--- config.mk ---
export PLATFORM = sky130hd
export DESIGN_NAME = vin_formatter
export DESIGN_NICKNAME = d
export VERILOG_FILES = /design/src/rtl/vin_pkg.sv /design/src/rtl/vin_capture.sv /design/src/rtl/vin_rgb_unpack.sv /design/src/rtl/vin_byte_decode.sv /design/src/rtl/vin_formatter.sv
export SDC_FILE = /design/constraint.sdc
export NUM_CORES = 1
export LEC_CHECK = 0
export CAP_MARGIN = 40
export CELL_PAD_IN_SITES_DETAIL_PLACEMENT = 1
export CELL_PAD_IN_SITES_GLOBAL_PLACEMENT = 1
export CORE_MARGIN = 2
export CORE_UTILIZATION = 45
export DETAILED_ROUTE_END_ITERATION = 6
export DONT_BUFFER_PORTS = 1
export PLACE_DENSITY_LB_ADDON = 0.1
export SLEW_MARGIN = 20
export SYNTH_ARGS = -nofsm -noshare
export SYNTH_HDL_FRONTEND = slang
export SYNTH_SLANG_ARGS = --single-unit
--- constraint.sdc ---
create_clock -name clk -period 2.91 [get_ports clk]
set_input_delay 0.582 -clock clk [delete_from_list [all_inputs] [get_ports clk]]
set_output_delay 0.582 -clock clk [all_outputs]
set_load 0.005 [all_outputs]
--- src/rtl/vin_pkg.sv ---
package vin_pkg;
  typedef enum logic [1:0] {
    FMT_565  = 2'd0,
    FMT_666  = 2'd1,
    FMT_888  = 2'd2,
    FMT_BYTE = 2'd3
  } vin_fmt_e;
endpackage

--- src/rtl/vin_capture.sv ---
module vin_capture #(
  parameter int W = 27
) (
  input  logic         clk,
  input  logic         rst_n,
  input  logic         fall_sel,
  input  logic [W-1:0] d,
  output logic [W-1:0] q
);
  logic [W-1:0] rise_q, fall_q, fall_rt;

  always_ff @(posedge clk or negedge rst_n)
    if (!rst_n) rise_q <= '0;
    else        rise_q <= d;

  always_ff @(negedge clk or negedge rst_n)
    if (!rst_n) fall_q <= '0;
    else        fall_q <= d;

  // retime the falling-edge sample so both paths reach q at the same edge
  always_ff @(posedge clk or negedge rst_n)
    if (!rst_n) fall_rt <= '0;
    else        fall_rt <= fall_q;

  assign q = fall_sel ? fall_rt : rise_q;
endmodule

--- src/rtl/vin_rgb_unpack.sv ---
module vin_rgb_unpack
  import vin_pkg::*;
#(
  parameter int CW = 8
) (
  input  logic            clk,
  input  logic            rst_n,
  input  logic            en,
  input  vin_fmt_e        fmt,
  input  logic [3*CW-1:0] d,
  input  logic            hs,
  input  logic            vs,
  input  logic            de,
  output logic            o_valid,
  output logic [3*CW-1:0] o_px,
  output logic            o_sof,
  output logic            o_sol
);
  localparam int NARROW = 5;
  localparam int MID    = 6;

  // component sits in the low w bits of v; its top bits refill the low end
  function automatic logic [CW-1:0] widen(input logic [CW-1:0] v, input int w);
    logic [CW-1:0] r;
    r = '0;
    for (int k = 0; k < CW; k++) r[CW-1-k] = v[w-1-(k % w)];
    return r;
  endfunction

  logic [3*CW-1:0] unpacked;
  logic prev_hs, prev_vs, sof_pend, sol_pend;
  logic hs_rise, vs_rise;

  assign hs_rise = hs && !prev_hs;
  assign vs_rise = vs && !prev_vs;

  always_comb begin
    unpacked = d;
    case (fmt)
      FMT_565: unpacked = {widen(CW'(d[2*NARROW+MID-1 -: NARROW]), NARROW),
                           widen(CW'(d[NARROW+MID-1 -: MID]), MID),
                           widen(CW'(d[NARROW-1:0]), NARROW)};
      FMT_666: unpacked = {widen(CW'(d[3*MID-1 -: MID]), MID),
                           widen(CW'(d[2*MID-1 -: MID]), MID),
                           widen(CW'(d[MID-1:0]), MID)};
      default: unpacked = d;
    endcase
  end

  always_ff @(posedge clk or negedge rst_n) begin
    if (!rst_n) begin
      prev_hs  <= 1'b0;
      prev_vs  <= 1'b0;
      sof_pend <= 1'b0;
      sol_pend <= 1'b0;
      o_valid  <= 1'b0;
      o_px     <= '0;
      o_sof    <= 1'b0;
      o_sol    <= 1'b0;
    end else begin
      prev_hs <= hs && en;
      prev_vs <= vs && en;
      o_valid <= en && de;
      o_sof   <= 1'b0;
      o_sol   <= 1'b0;
      if (en) begin
        if (de) begin
          o_px     <= unpacked;
          o_sof    <= sof_pend || vs_rise;
          o_sol    <= sol_pend || hs_rise;
          sof_pend <= 1'b0;
          sol_pend <= 1'b0;
        end else begin
          if (vs_rise) sof_pend <= 1'b1;
          if (hs_rise) sol_pend <= 1'b1;
        end
      end else begin
        sof_pend <= 1'b0;
        sol_pend <= 1'b0;
      end
    end
  end


  de_qual_chk: assert property (@(posedge clk) disable iff (!rst_n)
    o_valid |-> $past(en && de));
endmodule

--- src/rtl/vin_byte_decode.sv ---
module vin_byte_decode #(
  parameter int CW = 8
) (
  input  logic            clk,
  input  logic            rst_n,
  input  logic            en,
  input  logic [CW-1:0]   b,
  output logic            o_valid,
  output logic [3*CW-1:0] o_px,
  output logic            o_sof,
  output logic            o_sol,
  output logic            o_field
);
  localparam logic [CW-1:0] ALL1 = {CW{1'b1}};
  localparam logic [CW-1:0] ALL0 = '0;
  localparam int BIT_F = CW-2;
  localparam int BIT_V = CW-3;
  localparam int BIT_H = CW-4;

  logic [CW-1:0] sh1, sh2, sh3, cb, y0, cr;
  logic [1:0]    ph;
  logic          act, sof_pend, sol_pend, is_code;

  assign is_code = (sh3 == ALL1) && (sh2 == ALL0) && (sh1 == ALL0) && b[CW-1];

  always_ff @(posedge clk or negedge rst_n) begin
    if (!rst_n) begin
      sh1 <= '0; sh2 <= '0; sh3 <= '0;
      cb <= '0; y0 <= '0; cr <= '0;
      ph <= '0; act <= 1'b0;
      sof_pend <= 1'b0; sol_pend <= 1'b0;
      o_valid <= 1'b0; o_px <= '0; o_sof <= 1'b0; o_sol <= 1'b0; o_field <= 1'b0;
    end else begin
      o_valid <= 1'b0;
      o_sof   <= 1'b0;
      o_sol   <= 1'b0;
      if (!en) begin
        act <= 1'b0;
        sh1 <= '0; sh2 <= '0; sh3 <= '0;
      end else begin
        sh1 <= b; sh2 <= sh1; sh3 <= sh2;
        if (is_code) begin
          act     <= !b[BIT_H] && !b[BIT_V];
          ph      <= '0;
          o_field <= b[BIT_F];
          if (b[BIT_V]) sof_pend <= 1'b1;
          if (!b[BIT_H] && !b[BIT_V]) sol_pend <= 1'b1;
        end else if (act) begin
          if (b == ALL1) begin
            act <= 1'b0;
          end else begin
            ph <= ph + 2'd1;
            case (ph)
              2'd0: cb <= b;
              2'd1: y0 <= b;
              2'd2: cr <= b;
              default: ;
            endcase
            if (ph[1]) begin
              o_valid  <= 1'b1;
              o_px     <= ph[0] ? {b, cb, cr} : {y0, cb, b};
              o_sof    <= sof_pend;
              o_sol    <= sol_pend;
              sof_pend <= 1'b0;
              sol_pend <= 1'b0;
            end
          end
        end
      end
    end
  end


  active_only_chk: assert property (@(posedge clk) disable iff (!rst_n)
    o_valid |-> $past(act));
endmodule

--- src/rtl/vin_formatter.sv ---
module vin_formatter
  import vin_pkg::*;
#(
  parameter int CW = 8
) (
  input  logic            clk,
  input  logic            rst_n,
  input  logic [1:0]      cfg_fmt,
  input  logic            cfg_fall,
  input  logic [3*CW-1:0] vid_d,
  input  logic            vid_hs,
  input  logic            vid_vs,
  input  logic            vid_de,
  output logic            px_valid,
  output logic [3*CW-1:0] px_data,
  output logic            px_sof,
  output logic            px_sol,
  output logic            px_field
);
  localparam int DW = 3*CW;
  localparam int CAPW = DW + 3;

  vin_fmt_e fmt;
  logic     byte_mode;
  logic [CAPW-1:0] cap;
  logic [DW-1:0]   cd;
  logic ch, cv, ce;

  assign fmt       = vin_fmt_e'(cfg_fmt);
  assign byte_mode = (fmt == FMT_BYTE);

  vin_capture #(.W(CAPW)) u_cap (
    .clk(clk), .rst_n(rst_n), .fall_sel(cfg_fall),
    .d({vid_hs, vid_vs, vid_de, vid_d}), .q(cap)
  );
  assign {ch, cv, ce, cd} = cap;

  logic          rv, rsof, rsol;
  logic [DW-1:0] rpx;
  vin_rgb_unpack #(.CW(CW)) u_rgb (
    .clk(clk), .rst_n(rst_n), .en(!byte_mode), .fmt(fmt),
    .d(cd), .hs(ch), .vs(cv), .de(ce),
    .o_valid(rv), .o_px(rpx), .o_sof(rsof), .o_sol(rsol)
  );

  logic          bv, bsof, bsol, bfield;
  logic [DW-1:0] bpx;
  vin_byte_decode #(.CW(CW)) u_dec (
    .clk(clk), .rst_n(rst_n), .en(byte_mode), .b(cd[CW-1:0]),
    .o_valid(bv), .o_px(bpx), .o_sof(bsof), .o_sol(bsol), .o_field(bfield)
  );

  assign px_valid = byte_mode ? bv   : rv;
  assign px_data  = byte_mode ? bpx  : rpx;
  assign px_sof   = byte_mode ? bsof : rsof;
  assign px_sol   = byte_mode ? bsol : rsol;
  assign px_field = byte_mode && bfield;


  sof_valid_chk: assert property (@(posedge clk) disable iff (!rst_n)
    px_sof |-> px_valid);

  sol_valid_chk: assert property (@(posedge clk) disable iff (!rst_n)
    px_sol |-> px_valid);

  data_hold_chk: assert property (@(posedge clk) disable iff (!rst_n)
    (!px_valid && $stable(cfg_fmt)) |-> $stable(px_data));

  red_copy_chk: assert property (@(posedge clk) disable iff (!rst_n)
    (px_valid && fmt == FMT_565 && $stable(cfg_fmt))
      |-> px_data[2*CW+2:2*CW] == px_data[DW-1:DW-3]);
endmodule

* Word level (Yosys, flattened, before mapping)
Cells that the tools add are included.
** Operators by class
- Eq/ne operators :: 9
- Bitwise gates (word level) :: 3
- Muxes and demuxes :: 49
- Add/sub/neg operators :: 1
- Reduce and logical (&&, ||, !) cells :: 34
** Operators with widths (count)
- 24-bit 2-to-1 mux :: 2
- 24-bit one-hot mux with 2 select lines :: 1
- 1-bit 2-to-1 mux :: 39
- 5-bit AND reduction :: 6
- 27-bit 2-to-1 mux :: 1
- 8-bit 2-to-1 mux :: 3
- 8-bit == test (second input constant) :: 2
- 8-bit zero test :: 2
- 1-bit logical AND :: 10
- 2-bit 2-to-1 mux :: 3
- 3-bit nonzero test :: 2
- 1-bit zero test :: 5
- 2-bit by 1-bit == test with 1-bit output (second input constant) :: 2
- 2-bit == test (second input constant) :: 2
- 2-bit zero test :: 2
- 2-bit inequality test (second input constant) :: 2
- 2-bit AND reduction :: 2
- 2-bit nonzero test :: 2
- 1-bit inverter :: 3
- 3-bit AND reduction :: 1
- 2-bit by 1-bit adder with 2-bit output (second input constant) :: 1
- 1-bit logical OR :: 2
- 2-bit by 1-bit inequality test with 1-bit output (second input constant) :: 1
** Storage, ports and cells
- Register bits :: 193
- Output and inout port bits :: 28

* Logic depth before layout (Yosys ltp)
Gate-level depths: netlist of run 1.
- Depth in word-level cells :: 6
- Depth in mapped cells :: 8
- Mapped depth without buffers :: 5

* Hierarchy
Synthesis of run 1 repeated with hierarchy kept, for this count alone.
** Second synthesis, totals
- Cell total of the unflattened synthesis :: 510
- Area, all modules :: 7617.3 sq um
** Modules (own cells, without submodules)
- vin_byte_decode :: area each 3342.0 sq um, cells each 220, instances 1
- vin_capture :: area each 2457.4 sq um, cells each 111, instances 1
- vin_rgb_unpack :: area each 1435.1 sq um, cells each 146, instances 1
- vin_formatter :: area each 382.9 sq um, cells each 33, instances 1

==> results of run 1 <==
where the power goes:
part,internal (mW),total (mW),leakage (nW),switching [mW]
clock network,1.18,2.14,0.259,0.953
registers,2.82,2.90,2.44,0.0804
logic,0.127,0.347,1.23,0.220
placed cells by master (no fill, tap or decap), types with 17 or more instances in the layout:
cell and count:
a21oi_1 30, and3_1 19, clkbuf_16 17, dfrtn_1 27
dfrtp_1 166, mux2_2 61, mux2i_1 19, nand2_1 109
nor2_1 45, o21ai_0 31
synthesized netlist by cell type (5+ instances only):
cell type	n
nor2_1	45
inv_1	5
nand2_1	109
o21ai_0	31
a211o_1	6
clkbuf_1	28
dfrtn_1	27
nor2b_1	5
a211oi_1	5
and3_1	19
mux2_4	5
a21oi_1	30
nor3_1	9
mux2_2	61
buf_2	5
mux2i_1	19
dfrtp_1	166
a31oi_1	6
metal layers:
metal | GRT usage | vias to the layer above | routed length (um)
met4 | 0.0532 | 0 | 146
met5 | 0 | - | 0
met1 | 0.291 | 2394 | 8050
li1 | - | 2146 | -
met3 | 0.0460 | 9 | 850
met2 | 0.335 | 76 | 8400
cells by family (layout without fill, tap and decap cells):
logic type | after synthesis | after routing | share of synthesized area
AND/OR/NAND/NOR | 210 | 210 | 0.127
flip-flops | 193 | 193 | 0.642
AO/OA/AOI/OAI | 94 | 94 | 0.0754
multiplexers | 85 | 85 | 0.127
buffers and inverters | 41 | 50 | 0.0243
adder cells (fa/ha/maj) | 3 | 3 | 0.00499
layout make-up:
cell class | instances | area (um^2) | area share
Clock buffer | 24 | 492 | 0.0593
Clock inverter | 8 | 53.8 | 0.00649
Inverter | 5 | 18.8 | 0.00226
Multi-Input combinational cell | 392 | 2520 | 0.304
Sequential cell | 193 | 4830 | 0.583
Tap cell | 220 | 275 | 0.0332
Timing Repair Buffer | 13 | 103 | 0.0124
worst min path at each step:
| stage | slack (ns) | cells past startpoint | to | from |
|---|---|---|---|---|
| global placement | 0.29 | 0 | u_dec.sh3[3] | rst_n |
| global route | -0.17 | 0 | u_rgb.o_px[6] | rst_n |
| detailed placement | 0.30 | 0 | u_rgb.o_px[6] | rst_n |
| finish | -0.15 | 0 | u_rgb.o_px[5] | rst_n |
| CTS | -0.17 | 0 | u_rgb.o_px[6] | rst_n |
| floorplan | 0.29 | 0 | u_cap.fall_rt[0] | rst_n |
metrics by stage:
| stage | area [um^2] | cells | utilization |
|---|---|---|---|
| floorplan | 7520 | 626 | - |
| global placement | 7730 | 820 | 0.469 |
| detailed placement | 7730 | 820 | 0.469 |
| CTS | 8280 | 852 | 0.503 |
| global route | 8290 | 855 | 0.503 |
| finish | 8290 | 855 | 0.503 |
registers in the layout, summed over array words and instances, names as in the netlist, 8 cells and up:
register and flops:
u_dec.sh3 8, u_dec.cr 8, u_dec.y0 8, u_cap.fall_rt 27, u_dec.sh1 8, u_dec.sh2 8
u_cap.rise_q 27, u_cap.fall_q 27, u_dec.o_px 24, u_dec.cb 8, u_rgb.o_px 24
==> impl_metrics.csv, run 1 <==
group,metric,value,unit
sta,rsz0062_at_grt,"false",
synthesis,syn-instance-count,626,
clocking,cts_setup_buffers,0,
synthesis,synth_edf_count,0,
setup_path,crit_family,"simple AND/OR/NAND/NOR gates",
clocking,post_cts_resized,0,
setup_path,required,3.22,ns
final_layout,areaGrowthSynthToFinish,10.2,%
sta,setup_viol,0,
setup_path,r2r_slack,0.39,ns
sta,max_freq,0.397,GHz
final_layout,antenna_cells,0,
global_routing,gr-usage-all-layers,0.209,
die,die_x,133,um
die,ios,60,
sta,whs,-0.149,ns
clocking,cts_sinks,193,
routing,wire_per_inst,20.4,um
setup_path,regToRegEndpoint,"u_dec.o_px[18]",
synthesis,synth_area_leaders,"dfrtp_1, mux2_2, dfrtn_1, nand2_1, mux2i_1",
synthesis,synth.cell_area,0.00752,mm^2
synthesis,synth_top_area_cell,"dfrtp_1",
routing,ant_nets,0,
synthesis,ys.flop_type,"dfrtp_1",
clocking,cts-root-buf,"clkbuf_16",
die,die_height,133,um
clocking,clkTransAtPathRegs,0.07,ns
synthesis,syn_nets,661,
sta,relSlewSlack,0.564,
routing,detail_route.vias_per_cell,5.41,
routing,drt-initial-drc-count,277,
sta,finalWorstSetupSlack,0.393,ns
routing,drc,0,
routing,postRouteWirelength,17400,um
sta,skew,0.0276,ns
clocking,numCtsBuffers,17,
final_layout,final.fill_count,1721,
synthesis,synth-seq-cells,193,
sta,worst_slew_pin_slew,0.654,ns
synthesis,synth_top_area_frac,0.552,
setup_path,crit_slowest_cell,"or4_1",
setup_path,crit_path_end_kind,"flop",
place,place_ws,0.225,ns
global_routing,grt_max_degree,194,
setup_path,cp.depth,6,
clocking,cts_buffer_depth,2,
power,powerDensity,649,mW/mm^2
power,total_power,5.38,mW
synthesis,synth-seq-area-share,0.642,
power,p_leak,3.92,nW
synthesis,ys_types,42,
place,finalWeightedCongestion,0.795,
routing,drtPass1Iterations,4,
global_routing,antenna_found_initial,0,
setup_path,rr_startpoint,"u_dec.sh2[2]",
die,core,0.0165,mm^2
place,port_buffers,0,
hold_path,hp-class,"in2async",
setup_path,cp_cell_sequence,"or4_1 -> nor4_1 -> and4_1 -> nor4_4 -> buf_12 -> mux2_4",
place,place_hpwl,11700,um
global_routing,grt_overflow_total,0,
setup_path,critPathBufInv,1,
setup_path,cp-endpoint,"u_dec.o_px[18]",
synthesis,syn_avg_cell_area,12.0,um^2
run,maxCapViolations,0,
die,die_area,0.0178,mm^2
routing,vias,4625,
synthesis,async_flop_share,1.00,
run_status,violations,"hold timing",
setup_path,critical_path.startpoint_type,"flop",
sta,fin_crit,2.52,ns
setup_path,slowest_delay,0.54,ns
global_routing,grt_pass1_wl,27800,um
setup_path,reg2reg_depth,6,
setup_path,cp_max_fo,23,
global_routing,grt_pass1_vias,4895,
setup_path,worstSetupPathType,"reg2reg",
synthesis,synth_warnings,0,
final_layout,layout.nets,657,
clocking,h-tree-depth,4,
setup_path,startpoint,"u_dec.sh2[2]",
setup_path,crit_arrival,2.83,ns
final_layout,drive_gt1_frac,0.181,
die,num_rows,47,
power,vdd_drop_max,375,uV
sta,hold_violations,166,
sta,finalMaxSlewViolations,0,
run_status,outcome,"complete, but fails checks",
sta,finalSetupTns,0,ns
sta,finalCritPeriodShare,0.865,
clocking,tritoncts,"yes",
die,initial_core_util,0.457,
clocking,clk_latency,0.42,ns
No activity file was read; power rests on OpenSTA's default activity.
==> run 2: changes to the inputs <==
- SYNTH_HIERARCHICAL: unset -> 1
==> run 2 against run 1 <==
  * The run still ends with hold timing left
  * Register-to-register slack better by 0.14 ns
  * Wire length down 9.3%
  * Critical path depth unchanged
  * First-iteration DRC count down 50%
  * Critical path type unchanged
  * Non-clock buffer count up 1
  * Maximum frequency up 6.0%
  * Setup slack better by 0.14 ns
  * Via count down 13%
  * Power up 3.5%
  * Combinational power up 12%
  * Clock power up 7%
  * Largest cell class unchanged
  * Sequential power about the same
==> impl_metrics.csv, run 2 <==
group,metric,value,unit
power,p_leak,3.91,nW
place,place_ws,0.340,ns
place,finalWeightedCongestion,0.807,
global_routing,grt_pass1_vias,4452,
synthesis,ys.flop_type,"dfrtp_1",
global_routing,gr-usage-all-layers,0.191,
synthesis,synth-seq-area-share,0.634,
power,sw_frac_of_total,0.232,
setup_path,r2r_slack,0.54,ns
setup_path,cp.depth,6,
power,powerDensity,664,mW/mm^2
power,cellInternalPower,4.28,mW
synthesis,synth_edf_count,0,
die,die_height,134,um
global_routing,grt_overflow_total,0,
hold_path,hp-class,"in2async",
die,ios,60,
clocking,cts_buffer_depth,2,
final_layout,layout.nets,554,
global_routing,grt_pass1_wl,25600,um
synthesis,synth_most_common_cell,"dfrtp_1",
synthesis,syn_nets,545,
setup_path,startpoint,"u_cap/rise_q[7]",
routing,vias,4007,
setup_path,slowest_delay,0.65,ns
setup_path,crit_family,"multiplexers",
setup_path,rr_startpoint,"u_cap/rise_q[7]",
final_layout,antenna_cells,0,
power,seqPwrFrac,0.517,
setup_path,crit_arrival,2.68,ns
routing,wire_per_inst,21.0,um
clocking,post_cts_resized,0,
final_layout,final_cell_mix,"dfrtp_1, mux2_2, mux2_4, and2_1, nor2_1",
clocking,numCtsBuffers,17,
final_layout,final_core_util,0.506,
sta,whs,-0.151,ns
setup_path,critPathBufInv,1,
synthesis,synth_top_area_cell,"dfrtp_1",
final_layout,reg_top3,"u_cap/fall_q x27, u_cap/fall_rt x27, u_cap/rise_q x27",
routing,ant_nets,0,
setup_path,worstSetupPathType,"reg2reg",
sta,rsz0062_at_grt,"false",
die,num_rows,47,
sta,skew,0.0290,ns
die,die_x,134,um
clocking,cts_setup_buffers,0,
synthesis,async_flop_share,1.00,
setup_path,crit_path_end_kind,"flop",
power,power_frac_comb,0.070,
routing,detail_route.vias_per_cell,5.33,
sta,finalCritPeriodShare,0.816,
routing,drt-initial-drc-count,139,
power,p_sw,1.29,mW
synthesis,yosys-top-cells-count,"dfrtp_1, mux2_2, mux2_4",
routing,drtPass1Iterations,4,
synthesis,syn_avg_cell_area,14.9,um^2
sta,relSlewSlack,0.485,
sta,fin_crit,2.37,ns
power,vdd_drop_max,441,uV
synthesis,synth.cell_area,0.00762,mm^2
setup_path,crit_slowest_cell,"a211oi_2",
setup_path,cp_cell_sequence,"mux2_4 -> or4b_1 -> nor4_4 -> buf_4 -> a211oi_2 -> mux2_2",
synthesis,synth_area_leaders,"dfrtp_1, mux2_2, mux2_4, dfrtn_1, and2_1",
clocking,clk_latency,0.43,ns
die,core,0.0166,mm^2
synthesis,synth_top_area_frac,0.545,
sta,finalSetupTns,0,ns
die,initial_core_util,0.459,
setup_path,reg2reg_depth,6,
sta,hold_violations,166,
synthesis,synth_warnings,6,
clocking,tritoncts,"yes",
place,port_buffers,0,
clocking,h-tree-depth,4,
final_layout,areaGrowthSynthToFinish,10.1,%
setup_path,critical_path.startpoint_type,"flop",
clocking,clkTransAtPathRegs,0.07,ns
clocking,cts-root-buf,"clkbuf_16",
sta,setup_viol,0,
routing,postRouteWirelength,15800,um
global_routing,antenna_found_initial,0,
synthesis,ys_types,47,
clocking,cts_sinks,193,
run_status,outcome,"complete, but fails checks",
sta,worst_slew_pin_slew,0.771,ns
place,placed_area,0.00780,mm^2
run,maxCapViolations,0,
setup_path,cp-endpoint,"u_dec/cr[5]",
global_routing,grt_max_degree,194,
power,power_frac_clock,0.413,
final_layout,mostFrequentLayoutCell,"dfrtp_1",
sta,finalMaxSlewViolations,0,
run_status,violations,"hold timing",
setup_path,cp_max_fo,11,
setup_path,required,3.22,ns
final_layout,drive_gt1_frac,0.333,
synthesis,synth-seq-cells,193,
setup_path,regToRegEndpoint,"u_dec/cr[5]",
die,die_area,0.0180,mm^2
place,place_hpwl,9960,um
routing,drc,0,
sta,max_freq,0.421,GHz
sta,finalWorstSetupSlack,0.535,ns
final_layout,fin_area,0.00839,mm^2
synthesis,syn-instance-count,510,
==> run 2: power by group through the flow <==
stage	Clock, mW	Sequential, mW	Combinational [mW]
after floorplan	0	2.90	0.318
after global placement	0	2.92	0.384
after detailed placement	0	2.93	0.390
after CTS	2.37	2.88	0.395
after global routing	2.47	2.89	0.425
final	2.30	2.88	0.389
==> run 2: worst min-delay path by stage <==
stage / endpoint / cells after the start / startpoint
after global placement: u_dec/sh3[2] / 0 / rst_n
after global routing: u_dec/sh3[0] / 0 / rst_n
after detailed placement: u_dec/sh3[0] / 0 / rst_n
after floorplan: u_cap/fall_rt[0] / 0 / rst_n
after CTS: u_dec/o_px[11] / 0 / rst_n
final: u_dec/sh3[0] / 0 / rst_n
==> run 2: per-layer routing <==
metal	wire, um	vias up	global-route usage
li1	-	1805	-
met1	7130	2094	0.261
met2	7500	83	0.297
met3	791	25	0.0457
met4	390	0	0.0737
met5	0	-	0
==> run 2: cell families after synthesis <==
logic type      share of synthesized area
compound gates                     0.0624
buf+inv                            0.0307
simple gates                       0.0652
flops                               0.634
fa+ha+maj                         0.00493
mux                                 0.203
==> run 2: final cells by class <==
cell class	count	area, um^2
fillers	1619	8200
well taps	220	275
flip-flops and latches	193	4830
inverters	10	37.5
clock buffers	20	467
repair buffers	14	105
multi-input cells	283	2550
clock inverters	12	119
==> run 2: worst reg2reg max path, cell delays in order (launching register included) <==
cell and delay [ns]:
dfrtp_1 0.38, mux2_4 0.34, or4b_1 0.24, nor4_4 0.05, buf_4 0.19, a211oi_2 0.66
mux2_2 0.42
==> run 2: through the flow <==
step | hold WS (ns) | std cells | total power [mW]
after CTS | -0.170 | 752 | 5.65
after floorplan | 0.286 | 510 | 3.22
after global routing | -0.176 | 752 | 5.79
final | -0.151 | 752 | 5.57
after detailed placement | 0.293 | 720 | 3.32
after global placement | 0.293 | 720 | 3.31
